`config.mk`:
```
export PLATFORM = sky130hd
export DESIGN_NAME = kbc_host_mailbox
export DESIGN_NICKNAME = d
export VERILOG_FILES = /design/src/rtl/kbc_mbox_pkg.sv /design/src/rtl/kbc_flag_cell.sv /design/src/rtl/kbc_host_decode.sv /design/src/rtl/kbc_cpu_decode.sv /design/src/rtl/kbc_host_mailbox.sv
export SDC_FILE = /design/constraint.sdc
export NUM_CORES = 1
export LEC_CHECK = 0
export ABC_AREA = 1
export BUFFER_PORTS_ARGS = -buffer_cell sky130_fd_sc_hd__buf_2
export CAP_MARGIN = 20
export CORE_UTILIZATION = 35
export DETAILED_ROUTE_END_ITERATION = 12
export GPL_TIMING_DRIVEN = 0
export PLACE_DENSITY = 0.64
export SYNTH_ARGS = -nofsm -noshare
export SYNTH_HDL_FRONTEND = slang
export SYNTH_SLANG_ARGS = --single-unit
export TNS_END_PERCENT = 50
```
`constraint.sdc`:
```
create_clock -name clk -period 1.63 [get_ports clk]
set_input_delay 0.0815 -clock clk [delete_from_list [all_inputs] [get_ports clk]]
set_output_delay 0.0815 -clock clk [all_outputs]
set_load 0.02 [all_outputs]
```
`src/rtl/kbc_mbox_pkg.sv`:
```
package kbc_mbox_pkg;
    localparam int BYTE_W = 8;

    // Status bit positions
    localparam int ST_OBF = 0;
    localparam int ST_IBF = 1;
    localparam int ST_CD  = 3;
    localparam logic [BYTE_W-1:0] USER_MASK = 8'hF4;

    // CPU register map
    localparam logic [1:0] CPU_IN   = 2'd0;
    localparam logic [1:0] CPU_OUT  = 2'd1;
    localparam logic [1:0] CPU_STAT = 2'd2;
    localparam logic [1:0] CPU_CTRL = 2'd3;

    typedef struct packed {
        logic [BYTE_W-1:0] in_byte;
        logic [BYTE_W-1:0] out_byte;
        logic [BYTE_W-1:0] user_bits;
        logic              cmd_flag;
        logic              irq_en;
    } mbox_state_t;
endpackage

```
`src/rtl/kbc_flag_cell.sv`:
```
module kbc_flag_cell (
    input  logic clk,
    input  logic rst,
    input  logic set_i,
    input  logic clr_i,
    output logic flag_o
);
    logic flag_d, flag_q;

    always_comb begin
        flag_d = flag_q;
        if (clr_i) flag_d = 1'b0;
        if (set_i) flag_d = 1'b1;   // set has priority
    end

    always_ff @(posedge clk) begin
        if (rst) flag_q <= 1'b0;
        else     flag_q <= flag_d;
    end

    assign flag_o = flag_q;

    AST_SET_WINS: assert property (@(posedge clk) disable iff (rst)
        set_i |=> flag_o);
    AST_CLR_ALONE: assert property (@(posedge clk) disable iff (rst)
        (clr_i && !set_i) |=> !flag_o);
endmodule

```
`src/rtl/kbc_host_decode.sv`:
```
module kbc_host_decode (
    input  logic host_cs,
    input  logic host_wr,
    input  logic host_rd,
    input  logic host_a2,
    output logic wr_stb,
    output logic data_rd_stb,
    output logic stat_rd_stb
);
    always_comb begin
        wr_stb      = host_cs && host_wr;
        data_rd_stb = host_cs && host_rd && !host_a2;
        stat_rd_stb = host_cs && host_rd &&  host_a2;
    end
endmodule

```
`src/rtl/kbc_cpu_decode.sv`:
```
module kbc_cpu_decode
    import kbc_mbox_pkg::*;
(
    input  logic       cpu_wr,
    input  logic       cpu_rd,
    input  logic [1:0] cpu_addr,
    output logic       in_rd_stb,
    output logic       out_wr_stb,
    output logic       stat_wr_stb,
    output logic       ctrl_wr_stb
);
    always_comb begin
        in_rd_stb   = cpu_rd && (cpu_addr == CPU_IN);
        out_wr_stb  = cpu_wr && (cpu_addr == CPU_OUT);
        stat_wr_stb = cpu_wr && (cpu_addr == CPU_STAT);
        ctrl_wr_stb = cpu_wr && (cpu_addr == CPU_CTRL);
    end
endmodule

```
`src/rtl/kbc_host_mailbox.sv`:
```
module kbc_host_mailbox
    import kbc_mbox_pkg::*;
(
    input  logic              clk,
    input  logic              rst,
    input  logic              host_cs,
    input  logic              host_wr,
    input  logic              host_rd,
    input  logic              host_a2,
    input  logic [BYTE_W-1:0] host_wdata,
    output logic [BYTE_W-1:0] host_rdata,
    input  logic              cpu_wr,
    input  logic              cpu_rd,
    input  logic [1:0]        cpu_addr,
    input  logic [BYTE_W-1:0] cpu_wdata,
    output logic [BYTE_W-1:0] cpu_rdata,
    output logic              cpu_irq
);
    logic h_wr, h_data_rd, h_stat_rd;
    logic c_in_rd, c_out_wr, c_stat_wr, c_ctrl_wr;
    logic ibf, obf;
    mbox_state_t st_d, st_q;
    logic [BYTE_W-1:0] status;

    kbc_host_decode u_hdec (
        .host_cs     (host_cs),
        .host_wr     (host_wr),
        .host_rd     (host_rd),
        .host_a2     (host_a2),
        .wr_stb      (h_wr),
        .data_rd_stb (h_data_rd),
        .stat_rd_stb (h_stat_rd)
    );

    kbc_cpu_decode u_cdec (
        .cpu_wr      (cpu_wr),
        .cpu_rd      (cpu_rd),
        .cpu_addr    (cpu_addr),
        .in_rd_stb   (c_in_rd),
        .out_wr_stb  (c_out_wr),
        .stat_wr_stb (c_stat_wr),
        .ctrl_wr_stb (c_ctrl_wr)
    );

    kbc_flag_cell u_ibf (
        .clk    (clk),
        .rst    (rst),
        .set_i  (h_wr),
        .clr_i  (c_in_rd),
        .flag_o (ibf)
    );

    kbc_flag_cell u_obf (
        .clk    (clk),
        .rst    (rst),
        .set_i  (c_out_wr),
        .clr_i  (h_data_rd),
        .flag_o (obf)
    );

    always_comb begin
        st_d = st_q;
        if (h_wr) begin
            st_d.in_byte  = host_wdata;
            st_d.cmd_flag = host_a2;
        end
        if (c_out_wr)  st_d.out_byte  = cpu_wdata;
        if (c_stat_wr) st_d.user_bits = cpu_wdata & USER_MASK;
        if (c_ctrl_wr) st_d.irq_en    = cpu_wdata[0];
    end

    always_ff @(posedge clk) begin
        if (rst) st_q <= '0;
        else     st_q <= st_d;
    end

    always_comb begin
        status         = st_q.user_bits;
        status[ST_OBF] = obf;
        status[ST_IBF] = ibf;
        status[ST_CD]  = st_q.cmd_flag;
    end

    assign host_rdata = host_a2 ? status : st_q.out_byte;

    always_comb begin
        unique case (cpu_addr)
            CPU_IN:   cpu_rdata = st_q.in_byte;
            CPU_OUT:  cpu_rdata = st_q.out_byte;
            CPU_STAT: cpu_rdata = status;
            default:  cpu_rdata = {{(BYTE_W-1){1'b0}}, st_q.irq_en};
        endcase
    end

    assign cpu_irq = ibf && st_q.irq_en;

    AST_RESET_CLEARS: assert property (@(posedge clk)
        rst |=> (status == '0 && !cpu_irq && st_q.out_byte == '0));
    AST_IBF_SET: assert property (@(posedge clk) disable iff (rst)
        h_wr |=> status[ST_IBF]);
    AST_CD_FOLLOWS_A2: assert property (@(posedge clk) disable iff (rst)
        h_wr |=> (status[ST_CD] == $past(host_a2)));
    AST_CD_HOLDS: assert property (@(posedge clk) disable iff (rst)
        !h_wr |=> $stable(status[ST_CD]));
    AST_OBF_SET: assert property (@(posedge clk) disable iff (rst)
        c_out_wr |=> status[ST_OBF]);
    AST_OBF_STAT_READ: assert property (@(posedge clk) disable iff (rst)
        (h_stat_rd && !h_data_rd) |=> (status[ST_OBF] || !$past(status[ST_OBF])));
    AST_IRQ_DROPS: assert property (@(posedge clk) disable iff (rst)
        (c_in_rd && !h_wr) |=> !cpu_irq);
    AST_USER_MASK: assert property (@(posedge clk) disable iff (rst)
        c_stat_wr |=> ((status & USER_MASK) == ($past(cpu_wdata) & USER_MASK)));
endmodule

```
; Yosys cells after proc, flatten, opt, wreduce, memory -nomap -nowiden
; Index checks and enable logic that the tools add are counted.
[totals]
reg_bits = 25
in_bits = 26
out_inout_bits = 17
word_cells = 28
[classes]
n_eq_ne = 3
n_mux = 6
reduce_logical = 12
[op_table]
columns = cell, n
row1 = case mux 8 bit (3 select lines), 1
row2 = logical AND 1 bit, 8
row3 = 2-to-1 mux 8 bit, 1
row4 = "equality test 2 bit, second input constant", 2
row5 = 2-to-1 mux 1 bit, 4
row6 = nonzero test 2 bit, 2
row7 = "equality test 2 x 1 -> 1 bit, second input constant", 1
row8 = logical NOT 2 bit, 1
row9 = logical NOT 1 bit, 1

; Depth between registers and ports, before layout
[depth]
ltp_word = 4
mapped_depth = 7
ltp_nobuf = 5

; By module
; Synthesis repeated with hierarchy kept, for this count alone.
[unflattened]
cells_unflattened = 187
hier_area_um2 = 1193.6
[modules_own_cells]
columns = mod, instances, cells_per_inst, area_each_um2, seq_area_each_um2
row1 = kbc_host_mailbox, 1, 163, 1061.0, 460.4
row2 = kbc_flag_cell, 2, 5, 40.0, 20.0
row3 = kbc_cpu_decode, 1, 8, 30.0, 0.0
row4 = kbc_host_decode, 1, 6, 22.5, 0.0

; Worst setup path after synthesis
; Ideal clock, no wire load.
[synth_timing]
path_kind = input-to-output
startpoint = input host_a2
endpoint = output host_rdata[5]
t_arrival_ps = 880
t_required_ps = 1548
setup_slack_ps = 669
stages = 3
n_path_buf = 2
path_cell_list = buf_2 > buf_2 > o21ai_0
[synth_via]
elab_chain_len = 1
[synth_rtl]
columns = item, line_no
row1 = from (decl), kbc_host_mailbox.sv:9  ; input logic host_a2,
row2 = 2-to-1 mux 8 bit, kbc_host_mailbox.sv:84  ; assign host_rdata = host_a2 ? status : st_q.out_byte;
row3 = to (decl), kbc_host_mailbox.sv:11  ; output logic [BYTE_W-1:0] host_rdata,
; Every way passes these cells.

; Worst setup path after layout
[layout_timing]
startpoint = register st_q[15] in the netlist's numbering
endpoint = output cpu_rdata[5]
[layout_via]
elab_chain_len = 1
[layout_rtl]
columns = item, line_no
row1 = from (decl), kbc_host_mailbox.sv:22  ; mbox_state_t st_d, st_q;
row2 = from (signal assigned), kbc_host_mailbox.sv:74  ; else st_q <= st_d;
row3 = case mux 8 bit (3 select lines), kbc_host_mailbox.sv:87  ; unique case (cpu_addr)
row4 = to (decl), kbc_host_mailbox.sv:16  ; output logic [BYTE_W-1:0] cpu_rdata,
; Every way passes these cells.

==> flow_metrics.py <==
metrics = {
    "finish": {
        "diodes": 0,
        "multi_input_area_sq_um": 607,
        "layout-area-overhead-vs-synth_pct": 31.4,
        "num-fill-cells": 390,
        "layout-drive-gt1-share_pct": 22.5,
        "post_layout_nonfiller_instances": 290,
        "mostFrequentLayoutCell": "nand2_1",
        "finalInstanceArea_sq_um": 1630,
        "seq_area_sq_um": 500,
        "final_cell_mix": "nand2_1 (56), nor2_1 (44), buf_2 (43)",
        "design.final.nets": 271,
    },
    "routing": {
        "detailedRoute.firstIterationViolations": 55,
        "number_of_nets_still_failing_antenna_checks_after_routing": 0,
        "detailroute.via_count": 1290,
        "firstDrtPassIters": 4,
        "drc": 0,
        "viasPerCell": 4.45,
        "route.final.wire_length_mm": 3.07,
        "avgRoutedWirePerCell_microns": 10.6,
    },
    "clock_tree": {
        "root_buffer": "clkbuf_4",
        "cts-resized-gates": 0,
        "clock_insertion_delay_worst_skew_ns": 0.32,
        "post-cts-setup-buffer-count": 0,
        "cts-hold-fix-buffers": 11,
        "tritoncts.num_buffers": 3,
        "cts_max_path_buffers": 2,
        "tritoncts_clock_tree": "done",
        "cts_htree_levels": 1,
        "clock_sink_count": 25,
        "cts_clock_pin_slew_for_the_worst_setup_and_hold_paths_ns": 0.14,
    },
    "critical_path": {
        "critical_path_data_required_time_ns": 1.55,
        "regToRegSetupSlack_ns": 0.97,
        "worst-path-max-fanout": 3,
        "setup.worst_path.start_class": "flip-flop",
        "worstPathArrival_ns": 1.11,
        "criticalPathCategory": "reg2out",
        "critPathCaptureType": "output port",
    },
    "pwr": {
        "p_sw_share_pct": 29.9,
        "power.share.clock_pct": 23.9,
        "fraction_of_power_consumed_by_sequential_logic_pct": 55.0,
        "p_leak_nw": 0.808,
        "power-per-cell-area_nw_per_um2": 742,
        "power.share.combinational_pct": 21.1,
        "fin_total_pwr_mw": 1.21,
        "irDropWorstVdd_uv": 360,
        "switching_power_uw": 361,
        "internal_power_uw": 846,
    },
    "logic_synthesis": {
        "synth_seq_area_share_pct": 40.4,
        "yosysWarningCount": 0,
        "synth.distinct_cells": 19,
        "synth_fp_nets": 216,
        "synth.avg_cell_area_sq_um": 6.51,
        "synth_cells": 190,
        "postSynthRegisterBits": 25,
        "synth.cell_area_sq_um": 1240,
    },
    "global_route": {
        "grt_antenna_before_repair": 0,
        "grt_pass1_wl_mm": 4.97,
        "grt_start_max_net_pins": 14,
        "grt_pass1_vias": 1110,
        "grt.total_usage_pct": 18.4,
        "grt.overflow.total": 0,
    },
    "place": {
        "port_buffers": 39,
        "place_hpwl_mm": 2.20,
        "dp_worst_setup_slack_ns": 0.552,
        "dpl_cell_area_sq_um": 1490,
        "dp.cells": 275,
        "rd_place_congestion": 0.740,
    },
    "outcome": {
        "outcome": "finished clean",
    },
    "worst_hold_path": {
        "timing.hold.worst.class": "in2reg",
    },
    "die": {
        "initial_utilization_pct": 36.8,
        "die_w_microns": 61.5,
        "core_area_sq_um": 3360,
        "pin_count": 43,
        "std_cell_rows": 21,
        "fp.dieH_microns": 61.5,
        "die_area_sq_um": 3780,
    },
    "timing": {
        "setup_viol": 0,
        "final_period_minus_worst_setup_slack_ns": 1.19,
        "final.setup.tns_ns": 0,
        "setup_ws_final_ns": 0.437,
        "hold_violations": 0,
        "min_period_over_period_pct": 73.2,
        "slew_headroom_pct": 73.0,
        "finalClockSkew_ns": 0,
        "finalMaxSlewViolations": 0,
        "rsz0062_at_grt": "false",
        "worst_pin_slew_ns": 0.405,
        "achievable-frequency_mhz": 838,
    },
    "run": {
        "drv_cap": 0,
    },
}
-- cells by family after synthesis --
kind of cell	share of synthesized area (%)
AOI/OAI and AO/OA	12.3
buffers and inverters	10.5
DFF	40.4
and+or+nand+nor	36.7
-- worst paths after layout --
path / startpoint / end / depth (start not counted)
worst min register to register: u_obf.flag_o / u_obf.flag_o / 2
worst max-delay path: st_q[15] / cpu_rdata[5] / 3
worst max register to register: st_q[11] / st_q[11] / 4
worst min-delay path: host_wdata[4] / st_q[22] / 3
-- per-layer routing --
layer  wire [microns]  global-route usage [%]
met4               19                    6.67
met1             1540                    26.0
met2             1370                    29.0
met3              137                    1.89
met5                0                       0
-- flip-flops by register name (all words and copies together) (netlist names) --
| signal | flops |
|---|---|
| st_q | 23 |
| u_ibf.flag_o | 1 |
| u_obf.flag_o | 1 |
-- worst max-delay path: stages, from the launching register on --
cell	delay [ns]
dfxtp_1	0.33
inv_1	0.06
o211ai_1	0.20
buf_2	0.20
-- stage by stage --
stage	utilization [%]	hold slack, ns
floorplan	-	0.151
global placement	44.3	0.300
detailed placement	44.3	0.303
CTS	48.4	0.00544
global route	48.4	0.0103
finish	48.4	0.00674
-- power by group through the flow --
stage | Sequential, mW | Combinational [mW] | Clock [mW]
finish | 0.664 | 0.255 | 0.288
global route | 0.668 | 0.291 | 0.319
CTS | 0.664 | 0.257 | 0.291
detailed placement | 0.677 | 0.236 | 0
global placement | 0.676 | 0.236 | 0
floorplan | 0.673 | 0.155 | 0
-- cell type report --
class | instances | share of cell area [%]
Tap cell | 46 | 3.54
Multi-Input combinational cell | 138 | 37.3
Timing Repair Buffer | 50 | 18.8
Buffer | 8 | 3.31
Inverter | 19 | 4.69
Clock buffer | 4 | 1.62
Sequential cell | 25 | 30.8
-- cells in the mapped netlist --
cell / number / area (sq um)
nand2_1: 56 / 210
o211ai_1: 7 / 52.6
clkbuf_1: 1 / 3.75
buf_6: 2 / 22.5
inv_1: 17 / 63.8
nand3_2: 1 / 10.0
nor2_1: 44 / 165
nand3_1: 4 / 20.0
clkinv_1: 1 / 3.75
a21oi_1: 3 / 15.0
dfxtp_1: 25 / 500
buf_2: 4 / 20.0
nand3_4: 1 / 17.5
o21ai_0: 17 / 85.1
buf_4: 1 / 7.51
nor2_2: 2 / 12.5
nand4_1: 2 / 12.5
nand2_2: 1 / 6.26
inv_6: 1 / 8.76
Power figures use the tool's default switching activity.
